==> src/rtl/mbx_pkg.sv <==
// Package: status bit positions and firmware-owned mask for the host mailbox.
// Assumes an 8-bit status byte.
package mbx_pkg;
    localparam int unsigned ST_W    = 8;
    localparam int unsigned ST_OBF  = 0;
    localparam int unsigned ST_IBF  = 1;
    localparam int unsigned ST_CMD  = 3;
    // Bits writable only by firmware: 2, 4 (burst), 5 (SCI), 6 (SMI), 7
    localparam logic [ST_W-1:0] FW_MASK = 8'b1111_0100;

    typedef struct packed {
        logic obf;
        logic ibf;
        logic cmd;
    } hw_flags_t;
endpackage

==> src/rtl/mbx_inbound.sv <==
// Inbound path: shared host-to-controller latch, input-full flag and
// command indicator. Assumes single-cycle strobes; a host write in the same
// cycle as a controller read wins.
module mbx_inbound #(
    parameter int unsigned DATA_W = 8
) (
    input  logic              clk,
    input  logic              rst_n,
    input  logic              host_wr,
    input  logic              host_sel_data,
    input  logic [DATA_W-1:0] host_wdata,
    input  logic              ctrl_rd,
    output logic [DATA_W-1:0] in_data,
    output logic              ibf,
    output logic              cmd
);
    logic [DATA_W-1:0] latch_q;
    logic              ibf_q;
    logic              cmd_q;

    // Latch the host byte and record which port took it.
    always_ff @(posedge clk) begin
        if (!rst_n) begin
            latch_q <= '0;
            cmd_q   <= 1'b0;
        end else if (host_wr) begin
            latch_q <= host_wdata;
            cmd_q   <= ~host_sel_data;
        end
    end

    // Input-full handshake: set by host write, cleared by controller read.
    always_ff @(posedge clk) begin
        if (!rst_n)
            ibf_q <= 1'b0;
        else if (host_wr)
            ibf_q <= 1'b1;
        else if (ctrl_rd)
            ibf_q <= 1'b0;
    end

    assign in_data = latch_q;
    assign ibf     = ibf_q;
    assign cmd     = cmd_q;
endmodule

==> src/rtl/mbx_outbound.sv <==
// Outbound path: controller-to-host latch and output-full flag.
// Assumes a controller load in the same cycle as a host data read wins.
module mbx_outbound #(
    parameter int unsigned DATA_W = 8
) (
    input  logic              clk,
    input  logic              rst_n,
    input  logic              ctrl_wr,
    input  logic [DATA_W-1:0] ctrl_wdata,
    input  logic              host_take,
    output logic [DATA_W-1:0] out_data,
    output logic              obf
);
    logic [DATA_W-1:0] latch_q;
    logic              obf_q;

    // Hold the reply byte loaded by firmware.
    always_ff @(posedge clk) begin
        if (!rst_n)
            latch_q <= '0;
        else if (ctrl_wr)
            latch_q <= ctrl_wdata;
    end

    // Output-full handshake: set by firmware load, cleared by host read.
    always_ff @(posedge clk) begin
        if (!rst_n)
            obf_q <= 1'b0;
        else if (ctrl_wr)
            obf_q <= 1'b1;
        else if (host_take)
            obf_q <= 1'b0;
    end

    assign out_data = latch_q;
    assign obf      = obf_q;
endmodule

==> src/rtl/mbx_fw_flags.sv <==
// Firmware-owned status bits. Only positions set in MASK get a register;
// the other positions read as zero. Assumes no host path reaches this block.
module mbx_fw_flags #(
    parameter int unsigned     W    = 8,
    parameter logic [W-1:0]    MASK = '0
) (
    input  logic         clk,
    input  logic         rst_n,
    input  logic         wr,
    input  logic [W-1:0] wdata,
    output logic [W-1:0] flags
);
    for (genvar i = 0; i < W; i++) begin : g_bit
        if (MASK[i]) begin : g_reg
            logic bit_q;
            // Load this firmware bit on a flag write.
            always_ff @(posedge clk) begin
                if (!rst_n)
                    bit_q <= 1'b0;
                else if (wr)
                    bit_q <= wdata[i];
            end
            assign flags[i] = bit_q;
        end else begin : g_zero
            assign flags[i] = 1'b0;
        end
    end
endmodule

==> src/rtl/ec_host_mailbox.sv <==
// Top: host-side mailbox between an OS and an embedded controller.
// Composes the status byte and the host read path. Host reads are
// combinational; side effects take place on the clock edge of the strobe.
module ec_host_mailbox
    import mbx_pkg::*;
#(
    parameter int unsigned DATA_W = 8
) (
    input  logic              clk,
    input  logic              rst_n,
    input  logic              host_sel_data,
    input  logic              host_rd,
    input  logic              host_wr,
    input  logic [DATA_W-1:0] host_wdata,
    output logic [DATA_W-1:0] host_rdata,
    input  logic              ctrl_in_rd,
    output logic [DATA_W-1:0] ctrl_in_data,
    input  logic              ctrl_out_wr,
    input  logic [DATA_W-1:0] ctrl_out_data,
    input  logic              ctrl_flag_wr,
    input  logic [ST_W-1:0]   ctrl_flag_data,
    output logic [ST_W-1:0]   ctrl_status
);
    hw_flags_t         hw;
    logic [DATA_W-1:0] out_latch;
    logic [ST_W-1:0]   fw_bits;
    logic [ST_W-1:0]   status;
    logic              host_take;

    assign host_take = host_rd & host_sel_data;

    mbx_inbound #(.DATA_W(DATA_W)) u_in (
        .clk           (clk),
        .rst_n         (rst_n),
        .host_wr       (host_wr),
        .host_sel_data (host_sel_data),
        .host_wdata    (host_wdata),
        .ctrl_rd       (ctrl_in_rd),
        .in_data       (ctrl_in_data),
        .ibf           (hw.ibf),
        .cmd           (hw.cmd)
    );

    mbx_outbound #(.DATA_W(DATA_W)) u_out (
        .clk        (clk),
        .rst_n      (rst_n),
        .ctrl_wr    (ctrl_out_wr),
        .ctrl_wdata (ctrl_out_data),
        .host_take  (host_take),
        .out_data   (out_latch),
        .obf        (hw.obf)
    );

    mbx_fw_flags #(.W(ST_W), .MASK(FW_MASK)) u_fw (
        .clk   (clk),
        .rst_n (rst_n),
        .wr    (ctrl_flag_wr),
        .wdata (ctrl_flag_data),
        .flags (fw_bits)
    );

    // Merge hardware handshake bits into the firmware-owned byte.
    always_comb begin
        status         = fw_bits;
        status[ST_OBF] = hw.obf;
        status[ST_IBF] = hw.ibf;
        status[ST_CMD] = hw.cmd;
    end

    // Host read mux: data port returns the reply, command port the status.
    always_comb begin
        if (host_sel_data)
            host_rdata = out_latch;
        else
            host_rdata = status;
    end

    assign ctrl_status = status;
endmodule

==> config.mk <==
export PLATFORM = sky130hd
export DESIGN_NAME = ec_host_mailbox
export DESIGN_NICKNAME = d
export VERILOG_FILES = /design/src/rtl/mbx_pkg.sv /design/src/rtl/mbx_inbound.sv /design/src/rtl/mbx_outbound.sv /design/src/rtl/mbx_fw_flags.sv /design/src/rtl/ec_host_mailbox.sv
export SDC_FILE = /design/constraint.sdc
export NUM_CORES = 1
export LEC_CHECK = 0
export BUFFER_PORTS_ARGS = -buffer_cell sky130_fd_sc_hd__buf_2
export CAP_MARGIN = 10
export CORE_MARGIN = 8
export CORE_UTILIZATION = 43
export DETAILED_ROUTE_END_ITERATION = 16
export PLACE_DENSITY = 0.77
export REMOVE_ABC_BUFFERS = 1
export SYNTH_ARGS = -nofsm -noshare
export SYNTH_HDL_FRONTEND = slang
export SYNTH_SLANG_ARGS = --single-unit
==> constraint.sdc <==
create_clock -name clk -period 1.1 [get_ports clk]
set_clock_uncertainty 0.1 [all_clocks]
set_input_delay 0.11 -clock clk [delete_from_list [all_inputs] [get_ports clk]]
set_output_delay 0.11 -clock clk [all_outputs]
set_load 0.03 [all_outputs]
==> metrics <==
Pwr Density 1220 nW/µm²; DR iter-0 viols 24; largest cells by area after synthesis dfxtp_1, mux2i_1, nor2b_1, mux2_2, buf_4; gp weighted congestion 0.688; fin area 1760 µm²; Fmax 773 MHz; Syn Inst Count 95; commonest non-fill, non-tap cell in the layout buf_2; layout cells sized above 1 0.548; Gate power share 0.258; Antenna Nets Post-Route 0; synthesized area 1060 µm²; core footprint 2410 µm²; DRC 0; CP Data Arrival Time 1.08 ns; unrepaired setup endpoints after global routing yes; net load switching power 558 µW; Yosys warnings 0; total iterations of the first detailed-routing run 4; Yosys cell types 14; Slowest Stage Delay on Critical Path 0.35 ns; worst min-delay path category input port to flop; worst setup margin -0.193 ns; CTS clock-pin slew for the worst setup and hold paths 0.13 ns; Sw Share 0.259; setup violators final 12; WP data required 0.89 ns; Final Hold Fails 0; post-DP HPWL 1.85 mm; I/O Pins 56; Fillers 178; via count 910; Vias/cell 4.64; first-pass GRT wire length 4.88 mm; vias in the first global route 1,031; Crit Path Category flop to output pin; max cap viols 0; largest net degree at the start of global routing 25; CTS tree done; Post-Route Setup TNS -1.47 ns; Worst Tran Pin Value 0.349 ns; Pleak 0.857 nW; Crit-path slowest cell dfxtp_2; Slew Limit Headroom 0.767; CP endpoint kind output pin; die width 65.6 µm; top cell type's share of synthesized area 0.454; fin nets 199; detailed-route wire length per cell 15.9 µm; Buf/Inv on CP 1; PortBufs 52; Inserted Diodes 0; CP startpoint kind flop; violated checks negative setup slack; placed insts 163; fin crit share 1.18; die area 4310 µm²; #FFs+latches synth 24; VDD IR max 979 µV; final non-filler cell total 196; cts bufs inserted 3; initial core utilization 0.439; clk buf depth 2; Congestion Overflow GR 0; Pint 1.59 mW; Cell Chain, Critical Path mux2_2 > buf_6; status finished with violations; Worst Path Max Fanout 3; clk sinks 24; area grow syn2layout 66.4%; Slew Limit Fails 0; sequential share of power 0.448; GRT Util Overall 0.145; htree depth 1; most frequent cells in the layout buf_2, dlygate4sd3_1, nor2b_1; dpl cell area 1250 µm²; final critical-path required period 1.29 ns; chip height 65.6 µm; register area share after synthesis 0.454; initial antenna violation count 0; Routed Wire Length 3.12 mm; Yosys top cell by area dfxtp_1; Synth Area per Inst 11.1 µm²; CTS root buffer clkbuf_4; Clock Power Share 0.294; Site Rows 18; Overall Power 2.15 mW; largest delay contributor family on the critical path flip-flops; Worst-Skew Late Latency 0.31 ns
synth_stat cells:
cell / number
dfxtp_1: 24
buf_4: 9
a31oi_1: 1
inv_1: 1
nand2_1: 1
o211a_1: 1
clkbuf_1: 1
buf_6: 2
mux2i_1: 21
o21a_1: 1
mux2_2: 8
o21ai_0: 1
nor2b_1: 22
buf_2: 2
stage by stage:
stage               hold WS, ns  worst slack (ns)  utilization
floorplan                 0.117            0.0757            -
finish                   0.0710            -0.193        0.731
global route             0.0853            -0.241        0.731
CTS                      0.0624            -0.199        0.707
detailed placement        0.223           0.00542        0.520
global placement          0.212            0.0126        0.520
power by group through the flow:
stage / Sequential, mW / Combinational, mW / Clock [mW]
after floorplan: 1.04 / 0.158 / 0
after global placement: 0.967 / 0.373 / 0
after detailed placement: 0.971 / 0.382 / 0
after CTS: 0.957 / 0.528 / 0.647
after global routing: 0.971 / 0.589 / 0.691
final: 0.964 / 0.556 / 0.633
worst reg2reg max path: cells and delay by family (launching register included):
kind            cells  cell delay (ns)
compound gates      1             0.16
simple gates        1             0.12
buf+inv             1             0.11
flops               1             0.35
kinds of logic after synthesis:
family	count (synthesis)	share of synthesized area
simple gates	23	0.134
compound gates	4	0.0272
mux	29	0.284
buf+inv	15	0.102
flops	24	0.454
state kept, by name (all words and copies together), names as in the netlist:
| signal | cells |
|---|---|
| u_in.cmd | 1 |
| u_out.out_data | 8 |
| u_in.ibf | 1 |
| u_out.obf | 1 |
| u_fw.g_bit.g_reg.bit_q | 5 |
| u_in.in_data | 8 |
cell type report:
class,instances,area [µm²],area share
Timing Repair Buffer,81,668,0.379
Tap cell,30,37.5,0.0213
Multi-Input combinational cell,56,493,0.280
Inverter,1,3.75,0.00213
Sequential cell,24,507,0.288
Clock inverter,1,30.0,0.0170
Clock buffer,3,22.5,0.0128
repair_timing:
| item | 4_1_cts | 5_1_grt |
|---|---|---|
| setup buffers | 5 | 4 |
| setup endpoints to repair | 16 | 23 |
| hold buffers | 23 | 0 |
| gates resized for setup | 48 | 31 |
| endpoints found under the hold margin | 23 | 0 |
worst paths after layout:
| kind | from | end | slack [ns] | cells past startpoint |
|---|---|---|---|---|
| hold / removal | ctrl_out_wr | u_out.obf$_SDFFE_PN0P_ | 0.07 | 3 |
| setup reg to reg | u_in.ibf$_SDFFE_PN0P_ | u_in.ibf$_SDFFE_PN0P_ | 0.18 | 3 |
| setup / recovery | u_in.cmd$_SDFFE_PN0P_ | host_rdata[3] | -0.19 | 2 |
| hold reg to reg | u_in.cmd$_SDFFE_PN0P_ | u_in.cmd$_SDFFE_PN0P_ | 0.40 | 1 |
per-layer routing:
metal	part of all wire	GRT usage	vias up
li1	-	-	451
met3	0.065	0.0578	4
met1	0.38	0.148	424
met5	0	0	-
met4	0.013	0.0436	0
met2	0.55	0.266	31
(Power assumes the default switching activity.)
